[src/rtl/pw_period_meter_pkg.sv]
package pw_period_meter_pkg;
  typedef enum logic [1:0] {
    ST_IDLE        = 2'd0,
    ST_WAIT_FIRST  = 2'd1,
    ST_WAIT_SECOND = 2'd2,
    ST_DONE        = 2'd3
  } meas_state_t;

  typedef enum logic {
    MEAS_PERIOD = 1'b0,
    MEAS_HIGH   = 1'b1
  } meas_mode_t;
endpackage

[src/rtl/pwm_edge_detect.sv]
module pwm_edge_detect (
  input  logic clk,
  input  logic rst_n,
  input  logic sig_in,
  output logic rise,
  output logic fall
);
  logic prev_q;

  always_ff @(posedge clk) begin
    if (!rst_n) prev_q <= 1'b0;
    else        prev_q <= sig_in;
  end

  assign rise = sig_in & ~prev_q;
  assign fall = ~sig_in & prev_q;
endmodule

[src/rtl/pwm_meas_fsm.sv]
module pwm_meas_fsm
  import pw_period_meter_pkg::*;
(
  input  logic clk,
  input  logic rst_n,
  input  logic start,
  input  logic mode_in,
  input  logic rise,
  input  logic fall,
  output logic cap_first,
  output logic cap_second,
  output logic done
);
  meas_state_t state_q, state_nxt;
  meas_mode_t  mode_q;
  logic        second_evt;

  assign second_evt = (mode_q == MEAS_HIGH) ? fall : rise;
  assign cap_first  = (state_q == ST_WAIT_FIRST)  && rise       && !start;
  assign cap_second = (state_q == ST_WAIT_SECOND) && second_evt && !start;
  assign done       = (state_q == ST_DONE);

  always_comb begin
    state_nxt = state_q;
    if (start) begin
      state_nxt = ST_WAIT_FIRST;
    end else begin
      case (state_q)
        ST_WAIT_FIRST:  if (cap_first)  state_nxt = ST_WAIT_SECOND;
        ST_WAIT_SECOND: if (cap_second) state_nxt = ST_DONE;
        ST_DONE:        state_nxt = ST_IDLE;
        default:        state_nxt = state_q;
      endcase
    end
  end

  always_ff @(posedge clk) begin
    if (!rst_n) begin
      state_q <= ST_IDLE;
      mode_q  <= MEAS_PERIOD;
    end else begin
      if (start) mode_q <= meas_mode_t'(mode_in);
      state_q <= state_nxt;
    end
  end


  done_single_chk: assert property (@(posedge clk) disable iff (!rst_n)
    done |=> !done);


  restart_chk: assert property (@(posedge clk) disable iff (!rst_n)
    start |=> (state_q == ST_WAIT_FIRST) && !done);


  idle_ignore_chk: assert property (@(posedge clk) disable iff (!rst_n)
    (state_q == ST_IDLE) |-> !cap_first && !cap_second);


  start_edge_chk: assert property (@(posedge clk) disable iff (!rst_n)
    start |=> (state_q != ST_WAIT_SECOND));
endmodule

[src/rtl/pwm_diff_reg.sv]
module pwm_diff_reg #(
  parameter int CNT_W = 16
) (
  input  logic             clk,
  input  logic             rst_n,
  input  logic [CNT_W-1:0] count,
  input  logic             cap_first,
  input  logic             cap_second,
  output logic [CNT_W-1:0] result
);
  logic [CNT_W-1:0] t1_q;

  always_ff @(posedge clk) begin
    if (!rst_n) begin
      t1_q   <= '0;
      result <= '0;
    end else begin
      if (cap_first)  t1_q   <= count;
      if (cap_second) result <= count - t1_q;
    end
  end


  result_hold_chk: assert property (@(posedge clk) disable iff (!rst_n)
    !cap_second |=> $stable(result));


  single_capture_chk: assert property (@(posedge clk) disable iff (!rst_n)
    $onehot0({cap_first, cap_second}));
endmodule

[src/rtl/pw_period_meter.sv]
module pw_period_meter #(
  parameter int CNT_W = 16
) (
  input  logic             clk,
  input  logic             rst_n,
  input  logic             start,
  input  logic             mode,
  input  logic             sig_in,
  input  logic [CNT_W-1:0] count,
  output logic             done,
  output logic [CNT_W-1:0] result
);
  logic rise, fall, cap_first, cap_second;

  pwm_edge_detect u_edge (
    .clk(clk), .rst_n(rst_n), .sig_in(sig_in), .rise(rise), .fall(fall)
  );

  pwm_meas_fsm u_fsm (
    .clk(clk), .rst_n(rst_n), .start(start), .mode_in(mode),
    .rise(rise), .fall(fall), .cap_first(cap_first),
    .cap_second(cap_second), .done(done)
  );

  pwm_diff_reg #(.CNT_W(CNT_W)) u_diff (
    .clk(clk), .rst_n(rst_n), .count(count), .cap_first(cap_first),
    .cap_second(cap_second), .result(result)
  );
endmodule

[config.mk]
export PLATFORM = sky130hd
export DESIGN_NAME = pw_period_meter
export DESIGN_NICKNAME = d
export VERILOG_FILES = /design/src/rtl/pw_period_meter_pkg.sv /design/src/rtl/pwm_edge_detect.sv /design/src/rtl/pwm_meas_fsm.sv /design/src/rtl/pwm_diff_reg.sv /design/src/rtl/pw_period_meter.sv
export SDC_FILE = /design/constraint.sdc
export NUM_CORES = 1
export LEC_CHECK = 0
export ABC_AREA = 1
export BUFFER_PORTS_ARGS = -buffer_cell sky130_fd_sc_hd__buf_2
export CORE_UTILIZATION = 58
export DETAILED_ROUTE_END_ITERATION = 16
export MAX_ROUTING_LAYER = met4
export PLACE_DENSITY = 0.79
export SYNTH_ARGS = -nofsm -noshare
export SYNTH_HDL_FRONTEND = slang
export SYNTH_SLANG_ARGS = --single-unit
[constraint.sdc]
create_clock -name clk -period 2.3 [get_ports clk]
set_input_delay 0.23 -clock clk [delete_from_list [all_inputs] [get_ports clk]]
set_output_delay 0.23 -clock clk [all_outputs]
set_load 0.05 [all_outputs]
[Word level (Yosys, flattened, before mapping)]
Cells that the tools add are included.
Word-level totals
  flip-flop bits (word level): 36
  bits in read-only memories: 0
  bits in latches: 0
  input bits: 21
  bits in writable memories: 0
  output and inout port bits: 17
  logic and storage cells: 34
  memories: 0
Operators by class
  reduce and logical (&&, ||, !) cells: 10
  $add $sub $neg: 1
  eq/ne operators: 7
  shift operators: 0
  div/mod/pow operators: 0
  magnitude comparators: 0
  bitwise logic cells: 5
  multipliers: 0
  muxes and demuxes: 5
Operators with widths (count)
  16-bit subtractor: 1
  3-bit != test, second input constant: 2
  2-bit one-hot mux with 3 select lines: 1
  3-bit AND reduction: 2
  2-bit equality test, second input constant: 2
  1-bit logical AND: 4
  2-bit two-way mux: 2
  2-bit != test, second input constant: 2
  4-bit nonzero test: 1
  1-bit inverter: 3
  3-bit nonzero test: 1
  1-bit bitwise AND: 2
  2-bit by 1-bit equality test with 1-bit output, second input constant: 1
  1-bit two-way mux: 2
  2-bit OR reduction: 1
  1-bit logical NOT: 1

[Longest topological paths before layout]
  word-level depth: 8
  mapped depth: 13
  gate-level depth less buffers: 13

[Hierarchy]
A second synthesis with hierarchy kept.
Unflattened totals
  cell total of the unflattened synthesis: 391
  area, all modules: 2451.1 um2
Modules (own cells, without submodules)
  pwm_diff_reg: instances 1, area each 2143.3 um2, cells each 344, seq. area each 640.6 um2
  pwm_meas_fsm: instances 1, area each 262.8 um2, cells each 40, seq. area each 60.1 um2
  pwm_edge_detect: instances 1, area each 45.0 um2, cells each 7, seq. area each 20.0 um2

[Least setup slack after synthesis]
Ideal clock, no wire load.
  kind: register to register
  start point: reg u_diff.t1_q[0]
  end point: reg u_diff.result[8]
  buffers on the path: 0
  required time: 2.244 ns
  cell stages (with the launch flop): 11
  setup time: 0.056 ns
  setup slack: 0.710 ns
  period minus slack after synthesis: 1.590 ns
  arrival: 1.534 ns
  cell sequence: dfxtp_1 > ha_1 > fa_1 > inv_1 > nand3_1 > nand3_1 > a21oi_1 > or2_1 > nand3_1 > nand2_1 > inv_1
Between the ends
  word-level cells in the longest chain between the ends: 1
Ends and longest elaborated chain
  start: declaration: RTL line pwm_diff_reg.sv:11  | logic [CNT_W-1:0] t1_q;
  start signal: assignment: RTL line pwm_diff_reg.sv:18  | if (cap_first) t1_q <= count;
  16-bit subtractor: RTL line pwm_diff_reg.sv:19  | if (cap_second) result <= count - t1_q;
  end signal: assignment: RTL line pwm_diff_reg.sv:19
  end: declaration: RTL line pwm_diff_reg.sv:9  | output logic [CNT_W-1:0] result
No other way between the ends.
A chain may end at the register's enable or synchronous reset.

[Final worst setup path]
Ends and elaborated chain as after synthesis.

==> impl_metrics.env <==
export IMPL_status="finished, final reports clean"
export IMPL_hp_class="primary input to flip-flop"
export IMPL_dp_hpwl_um=3690
export IMPL_syn_area_per_cell_um2=6.32
export IMPL_pin_count=38
export IMPL_drive_gt1_share_pct=14.8
export IMPL_grt_pass1_wl_um=8610
export IMPL_ys_seq_elements=36
export IMPL_synth_common_cells="nand2_1 (95), inv_1 (74), dfxtp_1 (36)"
export IMPL_grt_pass1_vias=2024
export IMPL_max_freq_ghz=0.578
export IMPL_setup_viol=0
export IMPL_die_area_um2=4270
export IMPL_ctsLongestPathBuffers=2
export IMPL_root_buffer="clkbuf_8"
export IMPL_maxCapViolations=0
export IMPL_nets=441
export IMPL_clkTransAtPathRegs_ps=80
export IMPL_rows=22
export IMPL_r2r_end="u_diff.result[8]"
export IMPL_syn_to_final_growth_pct=13.1
export IMPL_min_from="sig_in"
export IMPL_whs_ps=153
export IMPL_rrSetupSlack_ps=570
export IMPL_crit_family="adder cells"
export IMPL_arrival_ps=1970
export IMPL_worst_pin_slew_ps=489
export IMPL_diodes=0
export IMPL_crit_buf_inv=2
export IMPL_n_fill_cell=351
export IMPL_hold_violations=0
export IMPL_cpPeakStageDelay_ps=400
export IMPL_worst_clock_skew_ps=5.62
export IMPL_worst_path_most_repeated_cell="nand3_1"
export IMPL_h_tree_depth=2
export IMPL_ir_drop_uv=477
export IMPL_p_leak_nw=1.47
export IMPL_yosysUniqueCellTypes=30
export IMPL_drt_iter0_drc=123
export IMPL_worstSetupEndpointType="flip-flop"
export IMPL_yosysMostFrequentCell="nand2_1"
export IMPL_core_area_um2=3740
export IMPL_first_pass_iters=4
export IMPL_drc_errors=0
export IMPL_synth_top_cells_by_area="dfxtp_1 (31%), nand2_1 (15%), inv_1 (12%), ha_1 (8.1%), a21oi_1 (6.0%)"
export IMPL_grt_max_degree=33
export IMPL_vias=2247
export IMPL_postCtsSetupBuffers=0
export IMPL_fp_dieH_um=65.3
export IMPL_path_class="flip-flop to flip-flop"
export IMPL_multi_input_area_um2=1230
export IMPL_worstPathRequired_ps=2540
export IMPL_cts_hold_buffers=0
export IMPL_critPathMaxFanout=3
export IMPL_antenna_found_initial=0
export IMPL_yosysTopAreaCellShare_pct=31.0
export IMPL_yosysSeqAreaShare_pct=31.0
export IMPL_path_cells="ha_1 > fa_1 > inv_1 > nand3_1 > nand3_1 > a21oi_1 > or2_1 > nand3_1 > nand2_1 > inv_1"
export IMPL_cts_made_buffers=5
export IMPL_syn_inst=368
export IMPL_start_kind="flip-flop"
export IMPL_clkSinkCount=36
export IMPL_register_area_um2=721
export IMPL_synth_area_leader_cell="dfxtp_1"
export IMPL_whs_endpoint="u_edge.prev_q"
export IMPL_track_usage_pct=26.4
export IMPL_clk_latency_ps=290
export IMPL_maxSlewHeadroom_pct=67.3
export IMPL_reg2reg_depth=10
export IMPL_cts_resized=0
export IMPL_start_util_pct=62.1
export IMPL_grt_ovfl_total=0
export IMPL_cts_tree="built"
export IMPL_drt_total_wl_um=4820
export IMPL_min_path_cells=3
export IMPL_synthArstFlopShare_pct=0
export IMPL_io_buffers=37
export IMPL_synth_area_um2=2330
export IMPL_timing_rr_start="u_diff.t1_q[0]"
export IMPL_antenna_left=0
export IMPL_syn_nets=405
export IMPL_tns_ps=0
export IMPL_synth_flop_cell="dfxtp_1"
export IMPL_cp_slowest_cell="fa_1"
export IMPL_yosys_warnings=0
export IMPL_gp_congestion=0.876
export IMPL_routedWlPerCell_um=10.6
export IMPL_rsz0062_at_grt="no"
export IMPL_min_period_over_period_pct=75.2
export IMPL_period_minus_slack_ps=1730
export IMPL_p_per_area_nw_per_um2=563
export IMPL_die_w_um=65.3
export IMPL_viasPerCell=4.96
export IMPL_drv_slew=0
export IMPL_synth_edf_count=0
## cell usage in the layout (no fill, tap or decap)
master / instances
a221oi_1: 1
nor2_1: 32
nand2_2: 2
bufinv_16: 1
nand3_2: 1
nand3_1: 25
o21ai_1: 5
clkinv_4: 1
nor2_4: 1
buf_4: 1
fa_1: 1
or2_1: 2
a211oi_2: 1
o211ai_1: 3
a21oi_1: 28
buf_2: 37
clkinv_2: 1
dfxtp_1: 36
inv_1: 74
nand4_1: 3
xor2_1: 3
a211oi_1: 1
o21ai_0: 17
clkbuf_8: 5
nor3_1: 3
xnor2_1: 1
inv_2: 7
nor2_2: 1
clkinvlp_4: 1
nand2_1: 95
ha_1: 15
## logic make-up after synthesis
group,share of synthesized area [%]
AOI/OAI and AO/OA,13.0
xor gates and xnor gates,1.51
adders and majority gates,8.93
buffers and inverters,16.0
DFF,31.0
and+or+nand+nor,29.6
## report_power, final
part | internal [mW] | switching [mW] | total, mW
combinational | 0.102 | 0.178 | 0.280
clock | 0.321 | 0.239 | 0.559
sequential | 0.637 | 0.00564 | 0.642
## routing by layer
metal	share of wire [%]	GRT usage (%)	vias up	routed length, um
met5	0	-	-	0
met4	1.3	6.25	0	61
met3	4.6	4.69	9	223
met2	48	46.3	57	2300
met1	46	31.3	971	2240
li1	-	-	1210	-
## how the worst max path moves through the flow
stage / start / to / cells after the start
floorplan: u_diff.t1_q[0] / u_diff.result[8] / 10
global placement: count[0] / u_diff.result[8] / 12
detailed placement: count[0] / u_diff.result[8] / 12
CTS: u_diff.t1_q[0] / u_diff.result[8] / 10
global route: u_diff.t1_q[0] / u_diff.result[12] / 10
finish: u_diff.t1_q[0] / u_diff.result[8] / 10
## worst reg2reg max path, cell delays in order, from the launching register on
cell and delay, ps:
dfxtp_1 310, ha_1 200, fa_1 400, inv_1 100, nand3_1 70, nand3_1 130
a21oi_1 90, or2_1 210, nand3_1 70, nand2_1 50, inv_1 40
## registers in the layout, summed over array words and instances, names as in the netlist
register       count
u_edge.prev_q      1
u_fsm.state_q      2
u_diff.t1_q       16
u_fsm.mode_q       1
u_diff.result     16
## area by class of cell
class	count	area share, %
flip-flops and latches	36	27.4
clock inverters	3	1.62
inverters	82	11.9
well taps	48	2.28
repair buffers	38	7.33
multi-input cells	241	46.9
clock buffers	5	2.62
## metrics by stage
| stage | total power, mW | area [um^2] | utilization (%) | setup slack [ps] | cells |
|---|---|---|---|---|---|
| after floorplan | 0.865 | 2330 | - | 710 | 368 |
| after global placement | 0.928 | 2520 | 67.3 | 563 | 445 |
| after detailed placement | 0.934 | 2520 | 67.3 | 532 | 445 |
| after CTS | 1.49 | 2630 | 70.3 | 564 | 453 |
| after global routing | 1.56 | 2630 | 70.3 | 431 | 453 |
| final | 1.48 | 2630 | 70.3 | 571 | 453 |
No activity file was read; power rests on OpenSTA's default activity.
